==> src/rtl/dagen_pkg.sv <==
package dagen_pkg;
    typedef enum logic [1:0] {
        MD_POST = 2'd0,
        MD_PRE  = 2'd1,
        MD_RING = 2'd2,
        MD_BREV = 2'd3
    } dagen_mode_e;
endpackage

==> src/rtl/dagen_next.sv <==
module dagen_next
    import dagen_pkg::*;
#(
    parameter int AW = 8
) (
    input  dagen_mode_e   mode,
    input  logic [AW-1:0] ptr,
    input  logic [AW-1:0] step,
    input  logic [AW-1:0] lo,
    input  logic [AW-1:0] hi,
    output logic [AW-1:0] nxt
);
    localparam int SW = AW + 2;

    function automatic logic [AW-1:0] mirror(input logic [AW-1:0] v);
        logic [AW-1:0] r;
        for (int i = 0; i < AW; i++) r[i] = v[AW-1-i];
        return r;
    endfunction

    logic signed [SW-1:0] p_s, st_s, lo_s, hi_s, sum_s, ring_s;
    logic [AW-1:0]        brev_sum;

    always_comb begin
        p_s   = signed'({2'b00, ptr});
        st_s  = signed'({{2{step[AW-1]}}, step});
        lo_s  = signed'({2'b00, lo});
        hi_s  = signed'({2'b00, hi});
        sum_s = p_s + st_s;
        if (sum_s > hi_s)
            ring_s = lo_s + (sum_s - hi_s - SW'(1));
        else if (sum_s < lo_s)
            ring_s = hi_s - (lo_s - sum_s - SW'(1));
        else
            ring_s = sum_s;
        brev_sum = mirror(ptr) + mirror(step);
        unique case (mode)
            MD_POST, MD_PRE: nxt = ptr + step;
            MD_RING:         nxt = ring_s[AW-1:0];
            MD_BREV:         nxt = mirror(brev_sum);
            default:         nxt = ptr;
        endcase
    end
endmodule

==> src/rtl/dagen_unit.sv <==
module dagen_unit
    import dagen_pkg::*;
#(
    parameter int AW = 8
) (
    input  logic          clk,
    input  logic          rst_n,
    input  dagen_mode_e   mode,
    input  logic [AW-1:0] step,
    input  logic [AW-1:0] lo,
    input  logic [AW-1:0] hi,
    input  logic          ld,
    input  logic [AW-1:0] ld_val,
    input  logic          adv,
    output logic [AW-1:0] addr,
    output logic          vld
);
    typedef enum logic [1:0] { TR_HOLD, TR_LOAD, TR_ADV } tr_e;

    logic [AW-1:0] ptr_q, nxt;
    logic [AW-1:0] issue;
    tr_e           tr;

    dagen_next #(.AW(AW)) u_next (
        .mode(mode), .ptr(ptr_q), .step(step), .lo(lo), .hi(hi), .nxt(nxt)
    );

    always_comb begin
        if (ld)       tr = TR_LOAD;
        else if (adv) tr = TR_ADV;
        else          tr = TR_HOLD;
    end

    always_comb begin
        unique case (mode)
            MD_PRE:  issue = nxt;
            default: issue = ptr_q;
        endcase
    end

    always_ff @(posedge clk or negedge rst_n) begin
        if (!rst_n) begin
            ptr_q <= '0;
        end else begin
            unique case (tr)
                TR_LOAD: ptr_q <= ld_val;
                TR_ADV:  ptr_q <= nxt;
                default: ptr_q <= ptr_q;
            endcase
        end
    end

    always_ff @(posedge clk or negedge rst_n) begin
        if (!rst_n) begin
            addr <= '0;
            vld  <= 1'b0;
        end else begin
            vld <= (tr == TR_ADV);
            if (tr == TR_ADV) addr <= issue;
        end
    end


    load_wins_chk: assert property (@(posedge clk) disable iff (!rst_n)
        ld |=> (!vld && ptr_q == $past(ld_val)));

    hold_chk: assert property (@(posedge clk) disable iff (!rst_n)
        (!ld && !adv) |=> ($stable(ptr_q) && !vld && $stable(addr)));

    post_issue_chk: assert property (@(posedge clk) disable iff (!rst_n)
        (adv && !ld && mode == MD_POST) |=> (vld && addr == $past(ptr_q)));

    pre_issue_chk: assert property (@(posedge clk) disable iff (!rst_n)
        (adv && !ld && mode == MD_PRE) |=> (vld && addr == ptr_q));

    ring_bound_chk: assert property (@(posedge clk) disable iff (!rst_n)
        (adv && !ld && mode == MD_RING && ptr_q >= lo && ptr_q <= hi)
        |=> (ptr_q >= $past(lo) && ptr_q <= $past(hi)));
endmodule

==> src/rtl/dagen_pair.sv <==
module dagen_pair
    import dagen_pkg::*;
#(
    parameter int AW = 8,
    parameter int NU = 2
) (
    input  logic           clk,
    input  logic           rst_n,
    input  logic [NU*2-1:0]  mode_i,
    input  logic [NU*AW-1:0] step_i,
    input  logic [NU*AW-1:0] lo_i,
    input  logic [NU*AW-1:0] hi_i,
    input  logic [NU-1:0]    ld_i,
    input  logic [NU*AW-1:0] ld_val_i,
    input  logic [NU-1:0]    adv_i,
    output logic [NU*AW-1:0] addr_o,
    output logic [NU-1:0]    vld_o
);
    for (genvar u = 0; u < NU; u++) begin : g_unit
        dagen_unit #(.AW(AW)) u_unit (
            .clk   (clk),
            .rst_n (rst_n),
            .mode  (dagen_mode_e'(mode_i[u*2 +: 2])),
            .step  (step_i[u*AW +: AW]),
            .lo    (lo_i[u*AW +: AW]),
            .hi    (hi_i[u*AW +: AW]),
            .ld    (ld_i[u]),
            .ld_val(ld_val_i[u*AW +: AW]),
            .adv   (adv_i[u]),
            .addr  (addr_o[u*AW +: AW]),
            .vld   (vld_o[u])
        );
    end
endmodule

==> config.mk <==
export PLATFORM = sky130hd
export DESIGN_NAME = dagen_pair
export DESIGN_NICKNAME = d
export VERILOG_FILES = /design/src/rtl/dagen_pkg.sv /design/src/rtl/dagen_next.sv /design/src/rtl/dagen_unit.sv /design/src/rtl/dagen_pair.sv
export SDC_FILE = /design/constraint.sdc
export NUM_CORES = 1
export LEC_CHECK = 0
export CORE_MARGIN = 2
export CORE_UTILIZATION = 57
export DETAILED_ROUTE_END_ITERATION = 6
export GPL_ROUTABILITY_DRIVEN = 1
export PLACE_DENSITY = 0.83
export SLEW_MARGIN = 20
export SYNTH_ARGS = -nofsm -noshare
export SYNTH_HDL_FRONTEND = slang
export SYNTH_HIERARCHICAL = 1
export SYNTH_SLANG_ARGS = --single-unit
export TNS_END_PERCENT = 5
==> constraint.sdc <==
create_clock -name clk -period 5.2 [get_ports clk]
set_input_delay 1.04 -clock clk [delete_from_list [all_inputs] [get_ports clk]]
set_output_delay 1.04 -clock clk [all_outputs]
set_load 0.01 [all_outputs]
Yosys cells after proc, flatten, opt, wreduce, memory -nomap -nowiden. Cells that the tools add are included.

Register bits: 34. Logic and storage cells: 58. Output and inout port bits: 18. Bits of input ports: 74.

Magnitude comparators: 4. Equal/unequal tests: 10. Multiplexer cells: 14. Reduce and logical (&&, ||, !) cells: 6. $add $sub $neg: 18.

Operators with widths (count): 8-bit adder (6); 8-bit two-way mux (6); 8-bit one-hot mux with 3 select lines (2); 8-bit subtractor (6); 8-bit one-hot mux with 2 select lines (2); 8-bit by 2-bit subtractor with 8-bit output, second input constant (4); 9-bit by 8-bit adder with 10-bit output (2); 10-bit by 9-bit greater-than comparator with 1-bit output (2); 10-bit by 9-bit less-than comparator with 1-bit output (2); 2-bit == test, second input constant (6); 2-bit by 1-bit == test with 1-bit output, second input constant (4); 2-bit two-way mux (4); 2-bit zero test (2); 2-bit nonzero test (2); 2-bit OR reduction (2).

Longest topological paths before layout. Gate-level depths: netlist of the first run.

Depth in word-level cells: 8. Depth in mapped cells: 19. Depth with buffers taken out: 17.

Modules after synthesis. The synthesis of the first run kept the hierarchy.

By module, submodules not included: dagen_next (g_unit[1].u_unit.u_next) (area each 2307.2 sq um, cells each 295, seq. area each 0.0 sq um, times used 1); dagen_next (g_unit[0].u_unit.u_next) (area each 2287.2 sq um, cells each 287, seq. area each 0.0 sq um, times used 1); dagen_unit (area each 780.7 sq um, cells each 72, seq. area each 425.4 sq um, times used 2).

Worst setup path after synthesis of the first run. Ideal clock, no wire load.

Path kind: input-to-reg. Start point: input port step_i[0]. End point: register g_unit[0].u_unit.ptr_q[6]. Path slack: 0.494 ns. Arrival: 4.623 ns. Buffers on the path: 0. Cell stages on the path: 14. Required time: 5.117 ns. Setup time: 0.083 ns. Path through: ha_1 fa_1 xor2_1 fa_1 ha_1 nor2b_1 o21ai_0 a21boi_0 or4b_2 nand3_1 mux2i_1 a211oi_1 mux2i_1 o21ai_0.

Longest elaborated chain between the ends: 8. Elaborated cells between the ends (all ways): 14. Those cells by class: add/sub (8); order compare (2); mux (4).

RTL lines: start: declaration (RTL line dagen_pair.sv:10) `input logic [NU*AW-1:0] step_i,`; 9-bit by 8-bit adder with 10-bit output (RTL line dagen_next.sv:29) `sum_s = p_s + st_s;`; 8-bit subtractor (RTL line dagen_next.sv:33) `ring_s = hi_s - (lo_s - sum_s - SW'(1));`; 8-bit by 2-bit subtractor with 8-bit output (RTL line dagen_next.sv:33); 8-bit subtractor (RTL line dagen_next.sv:33); 8-bit two-way mux (RTL line dagen_next.sv:32) `else if (sum_s < lo_s)`; 8-bit two-way mux (RTL line dagen_next.sv:30) `if (sum_s > hi_s)`; 8-bit one-hot mux with 3 select lines * (RTL line dagen_next.sv:37) `unique case (mode)`; via g_unit[0].u_unit.nxt[6] (RTL line dagen_unit.sv:20) `logic [AW-1:0] ptr_q, nxt;`; 8-bit one-hot mux with 2 select lines * (RTL line dagen_unit.sv:45) `unique case (tr)`; end signal: assignment (RTL line dagen_unit.sv:46) `TR_LOAD: ptr_q <= ld_val;`; end signal: assignment (RTL line dagen_unit.sv:47) `TR_ADV: ptr_q <= nxt;`; end signal: assignment (RTL line dagen_unit.sv:48) `default: ptr_q <= ptr_q;`; end: declaration (RTL line dagen_unit.sv:20).

Mark *: on every way through the listed nets, which the timed path passes. The rest lies on a longest branch. A chain may end at the register's enable or synchronous reset.

Worst setup path after layout of the first run.
Start point: input port step_i[8]. End point: register g_unit[1].u_unit.ptr_q[7].

Longest elaborated chain between the ends: 8. Elaborated cells between the ends (all ways): 14. Those cells by class: add/sub (8); order compare (2); mux (4).

RTL lines (RTL line): 9-bit by 8-bit adder with 10-bit output (dagen_next.sv:29); 8-bit subtractor (dagen_next.sv:33); 8-bit by 2-bit subtractor with 8-bit output (dagen_next.sv:33); 8-bit subtractor (dagen_next.sv:33); 8-bit two-way mux (dagen_next.sv:32); 8-bit two-way mux (dagen_next.sv:30); 8-bit one-hot mux with 3 select lines * (dagen_next.sv:37); via g_unit[1].u_unit.nxt[7] (dagen_unit.sv:20); 8-bit one-hot mux with 2 select lines * (dagen_unit.sv:45); end signal: assignment (dagen_unit.sv:46); end signal: assignment (dagen_unit.sv:47); end signal: assignment (dagen_unit.sv:48); end: declaration (dagen_unit.sv:20).

Marks and branches as above.

==> metrics.txt, run 1 <==
status=completed; I/O Buffers=91; die area=around 0.012 mm2; Post-DRT Antenna Nets=0; WHS Path Cells=2; number of diodes=0; HP Start=g_unit[1].u_unit/addr[2]; WP data arrival=5.29 ns; drt drc=0; Core ar.=approximately 0.010 mm2; GP Congestion=0.931; Tot GR Track Use=30.4%; Synth Net Count=910; Reg2Reg Launch Point=g_unit[1].u_unit/ptr_q[0]; initial antenna violation count=0; Num Clock Sinks=34; async set-reset flop share out of synthesis=100%; Critical Path RT=5.40 ns; Post-Syn Instances=726; post-synthesis mux area share=7.66%; share of cells above drive strength 1=approximately 15%; post-route setup TNS=0 ns; Setup Viol. Count Final=0; TritonRoute pass-1 iters=5; top-level port count=92; FP Rows=37; Root Buffer=clkbuf_8; adder-cell share of the synthesized area=26.5%; Power Density=522 mW/mm2; Remaining Overflow, GRT=0; H-tree levels=2; placed instance area=0.00745 mm2; R2R setup slack=0.86 ns; Tot Pwr=0.00409 W; Synth Cell Area=0.00616 mm2; Pins Over Slew Limit=0; Final Cycle Share=between 90% and 100%; vias per cell=6.10; Setup Skew=0.00703 ns; Min-Delay Path Class=reg2reg; ys flop type=dfrtp_1; Die Height=108 um; Slew HR=58.5%; FF-to-FF path depth=17; post-detail-place hpwl=14,300 um; worst-skew pair later-pin latency=0.28 ns; CP Class=in2reg; routed len/inst=17.9 um; total via count after detailed routing=roughly 6,100; post-synthesis sequential area ratio=between 10% and 20%; chip width=108 um; Pleak=3.66 nW; CP endpoint kind=flip-flop; Fmax=0.197 GHz; first-pass GRT wire length=28,600 um; Critical Path Fanout Max=3; simple-gate area share of the yosys netlist=14.1%; Post-Synth XOR/XNOR Area=5.69%; crit path time final=5.09 ns; Yosys reg bits=34; fillers=between 700 and 800; maxcap violations=0; hold_buf cts=0; Startpoint Class=input pin; Clock Tree Buf Depth=2; Hold Violations, Final=0; fin nets=1,043; synth warn=6; TritonCTS clock tree=yes; Mean Syn Cell Area=around 8.5 um2; maximum VDD drop=between 300 and 400 uV; Initial Util=between 50% and 60%; worst hold endpoint=g_unit[1].u_unit/addr[2]; Worst-path clk slew=~0.070 ns; Starting DRT DRC Count=416; FF-to-FF End=g_unit[1].u_unit/ptr_q[7]; cts bufs inserted=5; Synth Area in Compound Gates=24.9%; Distinct cells, synth=78; Syn-to-layout area delta=27.1%; EDFF count, synth=0; largest family of logic cells by synthesized area=adder cells; largest net degree at the start of global routing=35; routed wire length=17,800 um; number of global-route vias before repair=6,217; Worst Max-Slew Pin Slew=0.620 ns; fin area=just under 0.008 mm2
==> final cells by class <==
type	instances	area, um2	area share, %
clock buffer	6	82.6	1.06
clock inverter	1	30.0	0.384
inverter	71	267	3.41
multi-input combinational	595	5050	64.6
sequential	34	851	10.9
tap	136	170	2.17
timing repair buffer	152	1370	17.5
==> worst max-delay path by stage <==
stage | from | endpoint | cells after the start
3_3_place_gp | step_i[8] | g_unit[1].u_unit/addr[0] | 18
6_report | step_i[8] | g_unit[1].u_unit/ptr_q[7] | 18
5_1_grt | step_i[11] | g_unit[1].u_unit/ptr_q[2] | 21
4_1_cts | step_i[8] | g_unit[1].u_unit/ptr_q[0] | 18
2_1_floorplan | step_i[0] | g_unit[0].u_unit/ptr_q[6] | 14
3_5_place_dp | step_i[9] | g_unit[1].u_unit/ptr_q[0] | 18
==> cell families after synthesis <==
family	after synthesis
AO/OA/AOI/OAI	218
XOR/XNOR	40
adder cells (fa/ha/maj)	110
buffers and inverters	97
flip-flops	34
multiplexers	47
AND/OR/NAND/NOR	180
==> critical path: stages <==
cell and delay (ns):
clkdlybuf4s50_1 0.40, ha_1 0.23, fa_1 0.39, a21o_1 0.24, a221oi_4 0.33, xor2_2 0.22
inv_1 0.10, buf_4 0.16, fa_1 0.48, buf_4 0.16, ha_1 0.33, a21oi_2 0.19
xnor2_2 0.16, nand2b_1 0.08, o32a_1 0.31, o211ai_1 0.20, mux2i_1 0.13, o21ai_1 0.14
==> synth_stat cells (4+ instances only) <==
cell	number	area [um2]
ha_1	76	951
inv_1	71	267
nand2_1	67	251
o21ai_0	66	330
mux2i_1	46	460
a21oi_1	41	205
nor2_1	38	143
dfrtp_1	34	851
fa_1	34	681
xnor2_1	25	219
a21o_1	16	120
nand3_1	15	75.1
nor3_1	15	75.1
xor2_1	15	131
nand2b_1	14	87.6
buf_2	9	45.0
nor2b_1	9	56.3
buf_6	7	78.8
o21ai_1	7	35.0
o22ai_1	7	43.8
buf_4	6	45.0
o21bai_1	6	45.0
a211o_1	5	43.8
a211oi_1	5	37.5
o21a_1	5	37.5
o221ai_1	5	43.8
a2bb2oi_1	4	35.0
nand4_1	4	25.0
o211ai_1	4	30.0
==> stage by stage <==
step           utilization [%]  cells  setup slack (ns)  hold WS (ns)
2_1_floorplan                -    726             0.494         0.510
3_3_place_gp              71.5    980            -0.299         0.467
3_5_place_dp              71.5    980            -0.468         0.471
4_1_cts                   73.1    990            0.0423         0.487
5_1_grt                   75.1    995           -0.0487         0.516
6_report                  75.1    995             0.112         0.489
==> report_power, final <==
part	total (W)	switching (W)	internal, W
clock	0.000248	0.0000943	0.000153
sequential	0.000383	0.0000540	0.000329
combinational	0.00346	0.00183	0.00163
==> layout by cell type, fill, tap and decap left out, types with 12 or more instances in the layout <==
cell type        instances
clkdlybuf4s50_1         90
ha_1                    74
inv_1                   70
nand2_1                 63
buf_4                   61
o21ai_0                 59
mux2i_1                 46
nor2_1                  37
a21oi_1                 35
dfrtp_1                 34
fa_1                    33
xnor2_1                 23
a21o_1                  16
nand2b_1                14
nand3_1                 14
o21ai_1                 13
nor3_1                  12
==> metal layers <==
metal	vias up	share of wire [%]	track usage, %
li1	2833	-	-
met1	2900	38	34.5
met2	274	53	57.4
met3	62	5.0	4.12
met4	0	3.8	11.3
met5	-	0	0
==> flip-flops by register name, indices dropped and copies added (netlist names) <==
name,flops
g_unit.u_unit/vld,2
g_unit.u_unit/ptr_q,16
g_unit.u_unit/addr,16
==> timing repair <==
action,CTS,global route
pin swaps,0,16
endpoints found under the setup margin,4,32
cloned,0,0
resized for setup,5,40
buffers inserted,3,5
Power figures use the tool's default switching activity.
==> inputs of run 2 (changes only) <==
--- a/config.mk
+++ b/config.mk
@@ -5,11 +5,10 @@
 export SDC_FILE = /design/constraint.sdc
 export NUM_CORES = 1
 export LEC_CHECK = 0
-export CORE_MARGIN = 2
-export CORE_UTILIZATION = 57
+export CORE_UTILIZATION = 61
 export DETAILED_ROUTE_END_ITERATION = 6
 export GPL_ROUTABILITY_DRIVEN = 1
-export PLACE_DENSITY = 0.83
+export PLACE_DENSITY = 0.88
 export SLEW_MARGIN = 20
 export SYNTH_ARGS = -nofsm -noshare
 export SYNTH_HDL_FRONTEND = slang
==> constraint.sdc (replaced) <==
create_clock -name clk -period 6.2 [get_ports clk]
set_input_delay 1.24 -clock clk [delete_from_list [all_inputs] [get_ports clk]]
set_output_delay 1.24 -clock clk [all_outputs]
set_load 0.01 [all_outputs]
==> metrics.txt, run 2 (synthesis results as in run 1) <==
Min-Delay Path Class=reg2reg (unchanged); largest net degree at the start of global routing=35 (unchanged); Starting DRT DRC Count=298 (was 416); maximum VDD drop=259 uV (was 351 uV); commonest non-fill, non-tap cells in the layout=91 x clkdlybuf4s50_1, 76 x ha_1, 71 x inv_1, 67 x nand2_1, 66 x o21ai_0 (was 90 x clkdlybuf4s50_1, 74 x ha_1, 70 x inv_1, 63 x nand2_1, 61 x buf_4); drt drc=0 (unchanged); most common cell after layout, fill and taps aside=clkdlybuf4s50_1 (unchanged); Startpoint Class=input pin (unchanged); Hold Violations, Final=0 (unchanged); RSZ-0062 raised after global routing=false; total via count after detailed routing=5,798 (was 6,069); first-pass GRT wire length=25,600 um (was 28,600 um); WHS=0.480 ns (was 0.489 ns); number of global-route vias before repair=5,749 (was 6,217); chip width=102 um (was 108 um); CP Class=in2reg (unchanged); Post-DRT Antenna Nets=0 (unchanged); Tot GR Track Use=30.9% (was 30.4%); hold_buf cts=0 (unchanged); Clock Tree Buf Depth=2 (unchanged); WP data arrival=5.79 ns (was 5.29 ns); I/O Buffers=91 (unchanged); Setup WS post-layout=0.612 ns (was 0.112 ns); Initial Util=63.0% (was 59.1%); cts bufs inserted=5 (unchanged); Final Non-Filler Cells=939 (was 995); routed len/inst=16.8 um (was 17.9 um); Setup Viol. Count Final=0 (unchanged); Syn-to-layout area delta=16.9% (was 27.1%); CP endpoint kind=flip-flop (unchanged); Slew HR=55.2% (was 58.5%); Die Height=102 um (was 108 um); number of diodes=0 (unchanged); top-level port count=92 (unchanged); Fmax=around 0.18 GHz; FP Rows=36 (was 37); largest registers=g_unit.u_unit/addr: 16 flops, g_unit.u_unit/ptr_q: 16 flops, g_unit.u_unit/vld: 2 flops (unchanged); crit path time final=5.59 ns; Worst Max-Slew Pin Slew=0.667 ns (was 0.620 ns); Pleak=3.33 nW (was 3.66 nW); vias per cell=6.17 (was 6.10); Remaining Overflow, GRT=0 (unchanged); post-detail-place hpwl=12,900 um (was 14,300 um); Power Density=408 mW/mm2 (was 522 mW/mm2); Worst-path clk slew=0.07 ns (about the same); fin util=73.6% (was 75.1%); Num Clock Sinks=34 (unchanged); Post-CTS Resized=0 (was 5); worst-skew pair later-pin latency=0.29 ns (was 0.28 ns); Root Buffer=clkbuf_8 (unchanged); Post-CTS Setup Inserts=0 (was 3); routed wire length=15,800 um (was 17,800 um); GP Congestion=0.930 (was 0.931); Setup Skew=0.00521 ns (was 0.00703 ns); TritonRoute pass-1 iters=5 (unchanged); Pins Over Slew Limit=0 (unchanged); share of cells above drive strength 1=5.46% (was 15.1%); status=completed (unchanged); maxcap violations=0 (unchanged); Critical Path Fanout Max=10 (was 3); TritonCTS clock tree=yes (unchanged); Critical Path RT=6.40 ns (was 5.40 ns); die area=0.0105 mm2 (was 0.0116 mm2); fin nets=989 (was 1,043); Placed Cells=931 (was 980); Final Cycle Share=90.1%; post-route setup TNS=0 ns (unchanged); initial antenna violation count=0 (unchanged); H-tree levels=2 (unchanged); Core ar.=0.00977 mm2 (was 0.0104 mm2); Post-Place Worst Slack=0.371 ns (was -0.468 ns)
## run 2: cell count changes in the layout (fill, tap and decap cells not counted), moves of 3 or more
cell,before,now
a21oi_2,8,2
o21ai_1,13,7
buf_4,61,7
nor3_1,12,15
a21oi_1,35,41
xor2_1,11,15
nand2_2,4,0
nand2_1,63,67
o21ai_0,59,66
xor2_2,4,0
## run 2: path summary, 6_finish.rpt
kind,from,depth (start not counted),slack (ns),endpoint
worst max-delay path,step_i[8],18,0.61,g_unit[1].u_unit/addr[0]
worst min-delay path,g_unit[0].u_unit/addr[0],2,0.48,g_unit[0].u_unit/addr[0]
worst max register to register,g_unit[1].u_unit/ptr_q[0],17,1.57,g_unit[1].u_unit/addr[0]
worst min register to register,g_unit[0].u_unit/addr[0],2,0.48,g_unit[0].u_unit/addr[0]
max in group asynchronous,rst_n,2,4.52,g_unit[0].u_unit/ptr_q[5]
min in group asynchronous,rst_n,2,1.37,g_unit[1].u_unit/ptr_q[3]
## run 2: critical path: stages
cell	delay, ns
clkdlybuf4s50_1	0.40
ha_1	0.23
fa_1	0.41
a21o_1	0.24
a221oi_4	0.32
xor2_1	0.27
inv_1	0.16
ha_1	0.30
nand2_1	0.06
nor3_1	0.34
a21oi_2	0.21
a2111oi_2	0.51
a31oi_4	0.10
nand2b_1	0.24
a32o_1	0.25
a21oi_1	0.21
mux2i_1	0.10
o21ai_0	0.19
## run 2: routing by layer
layer	share of wire, %	vias to the layer above	track usage (%)	wire (um)
met2	51	283	56.7	8080
met1	38	2722	35.8	5950
met3	6.6	59	3.83	1050
met4	4.4	0	13.7	697
li1	-	2734	-	-
met5	0	-	0	0
## run 2: area by class of cell
type / count / area, um2
multi-input combinational: 595 / 4850
fill: 768 / 2580
timing repair buffer: 98 / 963
sequential: 34 / 851
inverter: 71 / 267
tap: 133 / 166
clock buffer: 6 / 82.6
clock inverter: 2 / 12.5
## run 2: where the power goes
part | total [W] | internal (W) | switching (W) | leakage [nW]
Sequential | 0.000317 | 0.000276 | 0.0000409 | 0.420
Combinational | 0.00244 | 0.00106 | 0.00138 | 2.87
Clock | 0.000174 | 0.0000892 | 0.0000852 | 0.0472
## run 2: per-stage QoR
stage	cell area (um2)	total power (W)
finish	7200	0.00293
CTS	7200	0.00290
global route	7200	0.00320
detailed placement	7100	0.00271
floorplan	6160	0.00211
global placement	7100	0.00261
==> inputs of run 3 (changes only) <==
--- a/config.mk
+++ b/config.mk
@@ -5,9 +5,10 @@
 export SDC_FILE = /design/constraint.sdc
 export NUM_CORES = 1
 export LEC_CHECK = 0
+export ABC_AREA = 1
 export CORE_UTILIZATION = 61
 export DETAILED_ROUTE_END_ITERATION = 6
-export GPL_ROUTABILITY_DRIVEN = 1
+export GPL_ROUTABILITY_DRIVEN = 0
 export PLACE_DENSITY = 0.88
 export SLEW_MARGIN = 20
 export SYNTH_ARGS = -nofsm -noshare
==> metrics.txt, run 3 <==
Core ar.=0.00991 mm2 (was 0.00977 mm2); routed len/inst=12.9 um (was 16.8 um); top-level port count=92 (unchanged); TritonRoute pass-1 iters=5 (unchanged); fin nets=1,228 (was 989); Remaining Overflow, GRT=0 (unchanged); Mean Syn Cell Area=6.66 um2 (was 8.48 um2); post-route setup TNS=0 ns (unchanged); H-tree levels=2 (unchanged); Starting DRT DRC Count=254 (was 298); initial antenna violation count=0 (unchanged); Initial Util=64.0% (was 63.0%); Slowest-stage cell, CP=fa_1 (was a2111oi_2); Top cell by count, worst path=nand2_1 (was ha_1); Critical Path RT=6.37 ns (was 6.40 ns); share of cells above drive strength 1=6.12% (was 5.46%); Worst Max-Slew Pin Slew=0.689 ns (was 0.667 ns); Yosys reg bits=34 (unchanged); total via count after detailed routing=6,254 (was 5,798); maxcap violations=0 (unchanged); Pins Over Slew Limit=0 (unchanged); Tot GR Track Use=29.2% (was 30.9%); vias per cell=5.31 (was 6.17); Setup Skew=0.00438 ns (was 0.00521 ns); Multi-input gate area=0.00465 mm2 (was 0.00485 mm2); Post-CTS Setup Inserts=0 (unchanged); chip width=104 um (was 102 um); Post-CTS Resized=0 (unchanged); routed wire length=15,200 um (was 15,800 um); number of diodes=0 (unchanged); I/O Buffers=91 (unchanged); status=completed (unchanged); Hold Violations, Final=0 (unchanged); largest net degree at the start of global routing=35 (unchanged); Critical Path Fanout Max=6 (was 10); FP Rows=36 (unchanged); WP data arrival=5.43 ns (was 5.79 ns); CP Class=in2reg (unchanged); Min-Delay Path Class=reg2reg (unchanged); TritonCTS clock tree=yes (unchanged); R2R setup slack=1.92 ns (was 1.57 ns); EDFF count, synth=0 (unchanged); first-pass GRT wire length=26,500 um (was 25,600 um); placed instance area=0.00734 mm2 (was 0.00710 mm2); commonest non-fill, non-tap cells in the layout=285 x nand2_1, 184 x inv_1, 101 x nand3_1, 91 x clkdlybuf4s50_1, 76 x ha_1 (was 91 x clkdlybuf4s50_1, 76 x ha_1, 71 x inv_1, 67 x nand2_1, 66 x o21ai_0); Syn-to-layout area delta=17.2% (was 16.9%); Die Height=104 um (was 102 um); cell taking the most area after synthesis=nand2_1 (was ha_1); Pleak=4.10 nW (was 3.33 nW); post-detail-place hpwl=12,700 um (was 12,900 um); async set-reset flop share out of synthesis=100% (unchanged); Setup Viol. Count Final=0 (unchanged); drt drc=0 (unchanged); Distinct cells, synth=42 (was 78); Synth Net Count=1,137 (was 910); Synth Cell Area=0.00635 mm2 (was 0.00616 mm2); Root Buffer=clkbuf_8 (unchanged); Fmax=0.190 GHz (was 0.179 GHz); Synth area leaders=nand2_1 17%, ha_1 15%, dfrtp_1 13% (was ha_1 15%, dfrtp_1 14%, fa_1 11%); ys flop type=dfrtp_1 (unchanged); register area=851 um2 (unchanged); post-synth top area share=16.9% (was 15.4%); Post-DRT Antenna Nets=0 (unchanged); Post-Syn Instances=953 (was 726); die area=0.0108 mm2 (was 0.0105 mm2); cts bufs inserted=5 (unchanged); Power Density=316 mW/mm2 (was 408 mW/mm2); post-synthesis sequential area ratio=13.4% (was 13.8%); Startpoint Class=input pin (unchanged); Commonest cells post-synth=285 x nand2_1, 184 x inv_1, 101 x nand3_1 (was 76 x ha_1, 71 x inv_1, 67 x nand2_1); fillers=838 (was 768); Bufs and invs on worst path=3 (was 2); worst path cell trace=clkdlybuf4s50_1, ha_1, fa_1, nand3_1, nand3_1, xor2_1, fa_1, ha_1, inv_1, o21ai_0, nand2_1, nand3_1, nand2_1, nand2_1, nand3b_1, nand2_1, nor2_1, nor2_1, nand2_1, nand2_1, inv_1, nand3_1, nand3_1, nand2_1 (was clkdlybuf4s50_1, ha_1, fa_1, a21o_1, a221oi_4, xor2_1, inv_1, ha_1, nand2_1, nor3_1, a21oi_2, a2111oi_2, a31oi_4, nand2b_1, a32o_1, a21oi_1, mux2i_1, o21ai_0); RSZ-0062 raised after global routing=false (unchanged); CP endpoint kind=flip-flop (unchanged); most common cell after layout, fill and taps aside=nand2_1 (was clkdlybuf4s50_1); synth warn=6 (unchanged); crit path time final=5.25 ns (was 5.59 ns); Worst-path clk slew=0.07 ns (about the same); top-count cell post-synth=nand2_1 (was ha_1); largest registers=g_unit.u_unit/addr: 16 flops, g_unit.u_unit/ptr_q: 16 flops, g_unit.u_unit/vld: 2 flops (unchanged); critical path's top delay family=adder cells (was compound AO/OA/AOI/OAI gates); fin area=0.00743 mm2 (was 0.00720 mm2); Num Clock Sinks=34 (unchanged); Max stage delay on crit path=0.57 ns (was 0.51 ns); Slew HR=53.9% (was 55.2%); number of global-route vias before repair=6,133 (was 5,749); Clock Tree Buf Depth=2 (unchanged); hold_buf cts=0 (unchanged); worst-skew pair later-pin latency=0.29 ns (about the same); maximum VDD drop=201 uV (was 259 uV); Final Cycle Share=84.7% (was 90.1%)
run 3: cell count changes in the layout (fill, tap and decap cells not counted), sizes merged, moves of 15 or more:
cell,change
nand2,+234
inv,+118
nand3,+96
mux2i,-46
o21ai,-34
nand2b,-17
xnor2,-15
run 3: routing by layer:
layer | wire length (um) | global-route usage [%]
met2 | 7900 | 54.6
met5 | 0 | 0
met1 | 6430 | 35.2
met3 | 542 | 2.82
met4 | 333 | 8.16
run 3: through the flow:
stage                     total power [W]  instances  hold slack (ns)  setup WS, ns  utilization, %
after floorplan                   0.00171        953            0.491          1.65               -
after global placement            0.00210       1170            0.465         0.769            74.1
after detailed placement          0.00215       1170            0.466         0.699            74.1
after CTS                         0.00233       1178            0.486         0.974            75.0
after global routing              0.00262       1178            0.509         0.628            75.0
final                             0.00235       1178            0.484         0.947            75.0
run 3: worst paths after layout:
check,cells after the start,to,startpoint
worst max register to register,23,g_unit[0].u_unit/addr[7],g_unit[0].u_unit/ptr_q[0]
worst min register to register,2,g_unit[1].u_unit/addr[6],g_unit[1].u_unit/addr[6]
min in group asynchronous,2,g_unit[0].u_unit/addr[4],rst_n
worst min-delay path,2,g_unit[1].u_unit/addr[6],g_unit[1].u_unit/addr[6]
max in group asynchronous,2,g_unit[0].u_unit/ptr_q[2],rst_n
worst max-delay path,24,g_unit[0].u_unit/addr[7],step_i[0]
run 3: tightest hold or removal path, cell delays in order (launching register included):
cell	delay (ns)
dfrtp_1	0.34
nand2_1	0.06
nand2_1	0.05
run 3: cell families after synthesis:
family	count (synthesis)	share of synthesized area, %
AO/OA/AOI/OAI	103	9.54
XOR/XNOR	32	4.42
adder cells (fa/ha/maj)	110	25.7
buffers and inverters	204	13.3
flip-flops	34	13.4
AND/OR/NAND/NOR	470	33.6
run 3: area by class of cell:
cell class	count	area share, %
clock inverters	2	0.168
inverters	191	9.64
multi-input cells	715	62.5
clock buffers	6	1.11
well taps	133	2.24
repair buffers	97	12.9
flip-flops and latches	34	11.4
run 3: power breakdown:
group	internal, W	switching (W)	total, W
sequential	0.000261	0.0000310	0.000292
clock	0.0000892	0.0000827	0.000172
combinational	0.000774	0.00111	0.00188
